### config.mk
export PLATFORM = sky130hd
export DESIGN_NAME = clk_guard_reg
export DESIGN_NICKNAME = d
export VERILOG_FILES = /design/src/rtl/clk_guard_pkg.sv /design/src/rtl/clk_guard_lock.sv /design/src/rtl/clk_guard_rules.sv /design/src/rtl/clk_guard_reg.sv
export SDC_FILE = /design/constraint.sdc
export NUM_CORES = 1
export LEC_CHECK = 0
export BUFFER_PORTS_ARGS = -buffer_cell sky130_fd_sc_hd__buf_4
export CAP_MARGIN = 15
export CORE_ASPECT_RATIO = 1.25
export CORE_MARGIN = 2
export CORE_UTILIZATION = 35
export CTS_CLUSTER_DIAMETER = 30
export DETAILED_ROUTE_END_ITERATION = 7
export HOLD_SLACK_MARGIN = 0.1
export PLACE_DENSITY = 0.66
export SLEW_MARGIN = 0
export SYNTH_ARGS = -nofsm -noshare
export SYNTH_HDL_FRONTEND = slang
export SYNTH_SLANG_ARGS = --single-unit
### constraint.sdc
create_clock -name clk -period 2 [get_ports clk]
set_input_delay 0 -clock clk [delete_from_list [all_inputs] [get_ports clk]]
set_output_delay 0 -clock clk [all_outputs]
set_load 0.02 [all_outputs]
### src/rtl/clk_guard_pkg.sv
package clk_guard_pkg;

    // Control fields, MSB first: bit4 ram_half, bits3:2 mult, bit1 src_pll, bit0 pll_on
    typedef struct packed {
        logic       ram_half;
        logic [1:0] mult;
        logic       src_pll;
        logic       pll_on;
    } ctrl_t;

    typedef enum logic [1:0] {
        LK_IDLE,
        LK_COUNT,
        LK_DONE
    } lock_state_e;

    localparam logic [1:0]  MULT_RESET  = 2'b11;
    localparam int unsigned BIT_LOCKED  = 5;
    localparam int unsigned BIT_ILLEGAL = 6;
    localparam int unsigned CTRL_ADDR   = 0;
    localparam int unsigned STAT_ADDR   = 1;

endpackage

### src/rtl/clk_guard_lock.sv
module clk_guard_lock
    import clk_guard_pkg::*;
#(
    parameter int unsigned LOCK_CYCLES = 60000
) (
    input  logic clk,
    input  logic rst_n,
    input  logic start,
    input  logic stop,
    output logic locked
);

    localparam int unsigned CNT_W = (LOCK_CYCLES > 1) ? $clog2(LOCK_CYCLES) : 1;
    localparam logic [CNT_W-1:0] LOAD_VAL = CNT_W'(LOCK_CYCLES - 1);

    lock_state_e      state_q, state_d;
    logic [CNT_W-1:0] cnt_q;

    // State register
    always_ff @(posedge clk or negedge rst_n) begin
        if (!rst_n) state_q <= LK_IDLE;
        else        state_q <= state_d;
    end

    // Next state
    always_comb begin
        state_d = state_q;
        unique case (state_q)
            LK_IDLE:  if (start) state_d = LK_COUNT;
            LK_COUNT: begin
                if (stop)              state_d = LK_IDLE;
                else if (cnt_q == '0)  state_d = LK_DONE;
            end
            LK_DONE:  if (stop) state_d = LK_IDLE;
            default:  state_d = LK_IDLE;
        endcase
    end

    // Down-counter
    always_ff @(posedge clk or negedge rst_n) begin
        if (!rst_n)                                   cnt_q <= '0;
        else if (start)                               cnt_q <= LOAD_VAL;
        else if (state_q == LK_COUNT && cnt_q != '0)  cnt_q <= cnt_q - 1'b1;
    end

    // Outputs
    always_comb begin
        locked = (state_q == LK_DONE);
    end

    p_start_unlocked_r5: assert property (@(posedge clk) disable iff (!rst_n)
        start |=> !locked);

    p_stop_unlocks_r6: assert property (@(posedge clk) disable iff (!rst_n)
        stop |=> !locked);

endmodule

### src/rtl/clk_guard_rules.sv
module clk_guard_rules
    import clk_guard_pkg::*;
(
    input  ctrl_t cur,
    input  ctrl_t nxt,
    input  logic  locked,
    input  logic  comm_active,
    output logic  refuse
);

    logic mult_chg, src_rise, on_fall;
    logic bad_mult, bad_src, bad_off, bad_comm;

    always_comb begin
        mult_chg = (nxt.mult != cur.mult);
        src_rise = nxt.src_pll && !cur.src_pll;
        on_fall  = cur.pll_on && !nxt.pll_on;

        bad_mult = mult_chg && cur.pll_on;
        bad_src  = src_rise && !(cur.pll_on && locked);
        bad_off  = on_fall && (cur.src_pll || nxt.src_pll);
        bad_comm = comm_active &&
                   ((nxt.ram_half != cur.ram_half) ||
                    (nxt.src_pll  != cur.src_pll));

        refuse = bad_mult || bad_src || bad_off || bad_comm;
    end

endmodule

### src/rtl/clk_guard_reg.sv
module clk_guard_reg
    import clk_guard_pkg::*;
#(
    parameter int unsigned ADDR_W      = 4,
    parameter int unsigned LOCK_CYCLES = 60000
) (
    input  logic              clk,
    input  logic              rst_n,
    input  logic              wr_valid,
    input  logic [ADDR_W-1:0] wr_addr,
    input  logic [7:0]        wr_data,
    input  logic              comm_active,
    output logic              pll_enable,
    output logic [1:0]        pll_mult,
    output logic              sys_src_pll,
    output logic              ram_div2,
    output logic [7:0]        rd_data
);

    localparam ctrl_t CTRL_RESET = '{ram_half: 1'b0, mult: MULT_RESET,
                                     src_pll: 1'b0, pll_on: 1'b0};

    ctrl_t cur_q, wr_val;
    logic  illegal_q, locked;
    logic  ctrl_wr, stat_wr, refuse, accept, reject, start, stop;
    logic  unused_wr_bits;

    always_comb begin
        ctrl_wr = wr_valid && (wr_addr == ADDR_W'(CTRL_ADDR));
        stat_wr = wr_valid && (wr_addr == ADDR_W'(STAT_ADDR));
        wr_val  = ctrl_t'(wr_data[4:0]);
        accept  = ctrl_wr && !refuse;
        reject  = ctrl_wr && refuse;
        start   = accept && wr_val.pll_on && !cur_q.pll_on;
        stop    = accept && !wr_val.pll_on && cur_q.pll_on;
    end

    assign unused_wr_bits = ^{wr_data[7], wr_data[5]};

    clk_guard_rules u_rules (
        .cur         (cur_q),
        .nxt         (wr_val),
        .locked      (locked),
        .comm_active (comm_active),
        .refuse      (refuse)
    );

    clk_guard_lock #(.LOCK_CYCLES(LOCK_CYCLES)) u_lock (
        .clk    (clk),
        .rst_n  (rst_n),
        .start  (start),
        .stop   (stop),
        .locked (locked)
    );

    always_ff @(posedge clk or negedge rst_n) begin
        if (!rst_n)      cur_q <= CTRL_RESET;
        else if (accept) cur_q <= wr_val;
    end

    always_ff @(posedge clk or negedge rst_n) begin
        if (!rst_n)                             illegal_q <= 1'b0;
        else if (reject)                        illegal_q <= 1'b1;
        else if (stat_wr && wr_data[BIT_ILLEGAL]) illegal_q <= 1'b0;
    end

    always_comb begin
        pll_enable  = cur_q.pll_on;
        pll_mult    = cur_q.mult;
        sys_src_pll = cur_q.src_pll;
        ram_div2    = cur_q.ram_half;
        rd_data     = {1'b0, illegal_q, locked, cur_q};
    end

    p_src_needs_lock_r4: assert property (@(posedge clk) disable iff (!rst_n)
        sys_src_pll |-> (pll_enable && locked));

    p_mult_frozen_r3: assert property (@(posedge clk) disable iff (!rst_n)
        pll_enable |=> $stable(pll_mult));

    p_lock_needs_on_r5: assert property (@(posedge clk) disable iff (!rst_n)
        locked |-> pll_enable);

    p_comm_hold_r7: assert property (@(posedge clk) disable iff (!rst_n)
        (comm_active && ctrl_wr) |=> ($stable(ram_div2) && $stable(sys_src_pll)));

    p_refused_hold_r8: assert property (@(posedge clk) disable iff (!rst_n)
        reject |=> ($stable(rd_data[4:0]) && rd_data[BIT_ILLEGAL]));

endmodule

Yosys cells after proc, flatten, opt, wreduce, memory -nomap -nowiden
Cells that the tools add are included.

storage, ports and cells
  register bits after elaboration = 24
  bits of input ports = 16
  output and inout bits = 13
  word-level logic and storage cells = 60

cells by class
  add/sub/neg operators = 1
  equal/unequal tests = 9
  multiplexer cells = 9
  reduce and logical (&&, ||, !) cells = 34

operators by type and width
  operator                                                                  number
  16-bit two-way mux                                                        2
  1-bit logical AND                                                         17
  16-bit logical NOT                                                        1
  16-bit nonzero test                                                       1
  16-bit by 1-bit subtractor with 16-bit output (second input constant)     1
  2-bit two-way mux                                                         4
  2-bit one-hot mux with 3 select lines                                     1
  1-bit logical NOT                                                         5
  1-bit logical OR                                                          5
  4-bit by 1-bit equality test with 1-bit output (second input constant)    1
  4-bit logical NOT                                                         1
  2-bit inequality test (second input constant)                             2
  2-bit nonzero test                                                        2
  3-bit by 2-bit inequality test with 1-bit output (second input constant)  1
  3-bit AND reduction                                                       1
  2-bit by 1-bit equality test with 1-bit output (second input constant)    1
  2-bit equality test (second input constant)                               1
  2-bit logical NOT                                                         1
  1-bit two-way mux                                                         2
  1-bit inequality test                                                     2
  2-bit inequality test                                                     1

Logic depth before layout (Yosys ltp)
  word-level depth = 13
  mapped depth = 7
  depth with buffers taken out = 6

By module
A second synthesis with hierarchy kept.

second synthesis, totals
  cells, all modules = 155
  area total of the unflattened synthesis = 1,488.9 µm²

by module, submodules not included
  module           times used  cells an instance  area an instance (µm²)  seq. area each (µm²)
  clk_guard_lock   1           112                1,038.5                 450.4
  clk_guard_reg    1           30                 362.8                   152.6
  clk_guard_rules  1           13                 87.6                    0.0

Worst setup path before layout
No wires, ideal clock.

  path kind = register to register
  from = register cur_q, in the netlist sys_src_pll
  to = register cur_q, in the netlist pll_enable
  setup time = 0.128 ns
  data arrival time = 1.745 ns
  data required time = 1.872 ns
  setup slack = 0.127 ns
  stages on the path, launching flop included = 7
  path buffers = 0
  clock period less this slack = 1.873 ns
  path through = dfrtp_1 inv_1 ha_1 and2_0 a221oi_4 nand3_4 mux2_1

between the ends
  cells in the longest elaborated chain, start to end = 8
  elaborated cells between the ends (all ways) = 13
  classes of those cells = 1 x eq/ne; 12 x reduce/logical

RTL lines
  element                        line                   text
  from (decl)                    clk_guard_reg.sv:23    ctrl_t cur_q, wr_val;
  from (signal assigned)         clk_guard_reg.sv:58    else if (accept) cur_q <= wr_val;
  1-bit logical NOT              clk_guard_rules.sv:16  src_rise = nxt.src_pll && !cur.src_pll;
  1-bit logical AND              clk_guard_rules.sv:16
  1-bit logical AND              clk_guard_rules.sv:20  bad_src = src_rise && !(cur.pll_on && locked);
  1-bit logical OR (2 in a row)  clk_guard_rules.sv:26  refuse = bad_mult || bad_src || bad_off || bad_comm;
  1-bit logical OR *             clk_guard_rules.sv:26
  1-bit logical NOT *            clk_guard_reg.sv:32    accept = ctrl_wr && !refuse;
  1-bit logical AND *            clk_guard_reg.sv:32

Every way passes the cells marked *; elsewhere a longest branch is shown, timed or not.
A chain may end at the register's enable or synchronous reset.

Worst setup path in the final report
  from = register cur_q, in the netlist sys_src_pll
  to = register cur_q, in the netlist ram_div2

The elaborated chain is that of the path after synthesis.

==> key figures <==
Synth
  • Flip-flop and latch count after synthesis: 24
  • Yosys warning total: 0
  • Number of distinct library cells after synthesis: just over 50
  • Biggest area contributors in the synthesized netlist: sky130_fd_sc_hd__dfrtp_1 (37%), sky130_fd_sc_hd__buf_4 (4.0%), sky130_fd_sc_hd__o31ai_1 (4.0%)
  • Leading cell type by number of instances after synthesis: sky130_fd_sc_hd__dfrtp_1
  • Biggest area consumer among synthesized cells: sky130_fd_sc_hd__dfrtp_1
  • Most numerous cell types in the synthesized netlist: sky130_fd_sc_hd__dfrtp_1 (22), sky130_fd_sc_hd__buf_4 (8), sky130_fd_sc_hd__nand3_1 (8), sky130_fd_sc_hd__o31ai_1 (8)
  • Post-Syn Area: 1493 um2
  • Share of flip-flops with an asynchronous set or reset: 100.0%
  • Post-synthesis net count: between 150 and 200
  • Share of synthesized area occupied by flip-flops and latches: 40.40%
  • Primary FF master, synth: sky130_fd_sc_hd__dfrtp_1
  • EDFF count, synth: 0
  • Average cell area after synthesis: 10.51 um2
  • Gate Count Post-Synth: ~140
  • Fraction of synthesized cell area taken by the top area cell type: between 30% and 40%

Die
  • Die H: ~77 um
  • Core region area: roughly 4000 um2
  • Die ar.: about 4800 um2
  • Top Ports: 29
  • Effective utilization at floorplan: a little over a third
  • Die X: roughly 62 um
  • Number of core rows: 26

Critical path
  • Kind of critical path: reg -> reg
  • Slowest cell on the critical path: sky130_fd_sc_hd__dfrtp_1
  • Critical path capture point type: flop
  • Critical path, cell by cell: inv_1 -> ha_1 -> and2_0 -> a221oi_4 -> nand3_4 -> mux2_1
  • CP arrival: ~2.1 ns
  • Crit path required time: 2.17 ns
  • Highest cell delay on the worst timing path: ~0.41 ns
  • Critical path peak fanout: 7
  • Nature of the critical path startpoint: flop

Detailed routing
  • Number of violations reported at the end of detailed-routing iteration 0: between 50 and 60
  • Count of nets left with antenna violations after detail routing: 0
  • Total via count in the routed design: around 1200
  • Wire length per cell: around 15 um
  • Remaining DRCs: 0
  • Number of iterations in the first detailed-routing pass: 4
  • Vias/cell: ~5.5
  • Total Wirelength: 3.388 mm

STA
  • Setup repair after global routing missed its margin: true
  • Minimum period implied by the final worst setup slack: 1.890 ns
  • Post-route worst hold slack: between 0.1 and 0.15 ns
  • Portion of the clock cycle consumed by the worst path in the final layout: a little over nine tenths
  • Worst setup slack after layout: about 0.11 ns
  • Clk_skew: 0.003936 ns
  • Fin. max-slew vios: 0
  • Top achievable clock speed: ~530 MHz
  • Count of final hold-check violations: 0
  • Final-layout setup total negative slack: 0 ns
  • Final setup violation count: 0

Cells and area
  • Summed area of non-filler cells in the final layout: around 1800 um2
  • Number of non-filler instances in the completed layout: around 230
  • Layout area overhead: 22.88%
  • Inserted Diodes: 0
  • Total number of nets in the final design: about 190
  • Proportion of layout cells with a drive suffix above 1: a little over a quarter

Placement
  • Number of buffers added on ports: 25
  • Total placed instance area: roughly 1700 um2
  • Routability cong.: ~0.84
  • Half-perimeter wire length after placement: 2.499 mm
  • Worst setup slack before clock tree synthesis: 0.1007 ns
  • Placed Instances: 216

Power and ir drop
  • Max VDD drop: about 470 uV
  • Net switching fraction of the power: slightly below 40%
  • Combinational share of power: approximately two fifths
  • Part of the total power dissipated in sequential elements: between 40 and 50%
  • Share of power burned in the clock network: 16.5%
  • Power density of the placed cells: roughly 1000 nW/um2
  • Switching power of the nets: between 0.7 and 0.8 mW
  • Static Leak: around 0.73 nW
  • P_int: about 1.1 mW

Clocking
  • Clock latency on the worst-skew pair: between 0.2 and 0.3 ns
  • Maximum clock path buffer count: 2
  • Sink Count: 24
  • Number of buffers created by CTS: 3
  • Number of setup buffers added after CTS: 0
  • Buffer type at the clock tree root: sky130_fd_sc_hd__clkbuf_8
  • Clock tree from TritonCTS: built
  • Clock-pin slew on the worst setup and hold paths: 0.09 ns
  • # H-tree levels: 1

Global routing
  • Largest net degree at the start of global routing: 25
  • Number of antenna violations at the first check in global routing: 0
  • Remaining global-route overflow: 0
  • Number of global-route vias before repair: between 1000 and 1500
  • Global-route wire length before repair: 5.837 mm
  • Total track usage: 14.90%

Hold path
  • HP Class: in -> reg

Flow run
  • Max_cap viols: 0

Run status
  • Run status: finished clean
==> path summary, 6_finish.rpt <==
check | slack (ns) | end | cells after the start | start
setup reg to reg | 0.11 | ram_div2 | 6 | sys_src_pll
hold / removal | 0.11 | illegal_q | 4 | comm_active
max in group asynchronous | 1.55 | pll_mult[1] | 2 | rst_n
setup / recovery | 0.11 | ram_div2 | 6 | sys_src_pll
min in group asynchronous | 0.16 | u_lock.cnt_q[15] | 2 | rst_n
hold reg to reg | 0.59 | ram_div2 | 1 | ram_div2
==> metal layers <==
layer	vias to the layer above	track usage [%]	share of wire, %
met1	614	17.62	43
li1	602	-	-
met3	5	2.053	2.3
met5	-	0	0
met2	26	26.24	53
met4	0	7.333	1.7
==> stage by stage <==
stage | utilization (%) | total power, mW
6_report | 44.75 | 1.871
5_1_grt | 44.75 | 1.989
4_1_cts | 44.60 | 1.864
3_5_place_dp | 41.54 | 1.536
3_3_place_gp | 41.54 | 1.494
2_1_floorplan | - | 1.313
==> cell usage in the layout, fill, tap and decap left out, types with 2 or more instances in the layout <==
master,instances
sky130_fd_sc_hd__a21oi_1,5
sky130_fd_sc_hd__nor2_1,3
sky130_fd_sc_hd__mux2_1,4
sky130_fd_sc_hd__or4_4,2
sky130_fd_sc_hd__o41ai_1,2
sky130_fd_sc_hd__o31ai_1,8
sky130_fd_sc_hd__nand3_1,8
sky130_fd_sc_hd__inv_1,5
sky130_fd_sc_hd__o211ai_1,4
sky130_fd_sc_hd__or4_1,5
sky130_fd_sc_hd__nor2b_1,2
sky130_fd_sc_hd__nand2b_1,2
sky130_fd_sc_hd__o21ai_0,3
sky130_fd_sc_hd__nand2_1,7
sky130_fd_sc_hd__clkbuf_8,3
sky130_fd_sc_hd__xor2_1,3
sky130_fd_sc_hd__dfrtp_1,22
sky130_fd_sc_hd__nor4_2,4
sky130_fd_sc_hd__nor3_1,2
sky130_fd_sc_hd__dlygate4sd3_1,8
sky130_fd_sc_hd__dfstp_2,2
sky130_fd_sc_hd__nor4_1,2
sky130_fd_sc_hd__buf_4,28
sky130_fd_sc_hd__or3_1,7
sky130_fd_sc_hd__ha_1,3
==> cells by family (layout without fill, tap and decap cells) <==
family                   count (synthesis)  after routing  share of synthesized area, %
adder cells (fa/ha/maj)                  3              3                         2.515
other                                    1              1                        0.2512
AND/OR/NAND/NOR                         59             59                         28.92
buffers and inverters                   15             45                         5.952
AO/OA/AOI/OAI                           32             32                         16.51
XOR/XNOR                                 3              3                         1.761
flip-flops                              24             24                         40.40
multiplexers                             5              5                         3.688
==> worst max-delay path, delay by kind of cell (launching register included) <==
| kind | cells | cell delay [ns] |
|---|---|---|
| flip-flops | 1 | 0.41 |
| AO/OA/AOI/OAI | 1 | 0.34 |
| adder cells (fa/ha/maj) | 1 | 0.23 |
| buffers and inverters | 1 | 0.10 |
| AND/OR/NAND/NOR | 2 | 0.35 |
| multiplexers | 1 | 0.35 |
==> registers in the layout (all words and copies together) (netlist names) <==
register,count
illegal_q,1
pll_enable,1
pll_mult,2
ram_div2,1
sys_src_pll,1
u_lock.cnt_q,16
u_lock.state_q,2
==> area by class of cell <==
cell class / instances / area, um2
Clock buffer: 4 / 45.04
Fill cell: 405 / 2265
Inverter: 5 / 18.77
Multi-Input combinational cell: 103 / 807.0
Sequential cell: 24 / 603.1
Tap cell: 56 / 70.07
Timing Repair Buffer: 36 / 290.3
==> power groups by stage <==
stage               combinational, mW  clock, mW  sequential (mW)
detailed placement              0.703          0            0.832
finish                          0.729      0.309            0.832
global route                    0.806      0.334            0.849
floorplan                       0.471          0            0.842
CTS                             0.725      0.315            0.823
global placement                0.682          0            0.812
==> what timing repair did <==
item / CTS / global route
endpoints found under the setup margin: 0 / 6
hold buffers: 8 / 0
gates resized for setup: 0 / 1
endpoints found under the hold margin: 30 / 0
(Power assumes the default switching activity.)
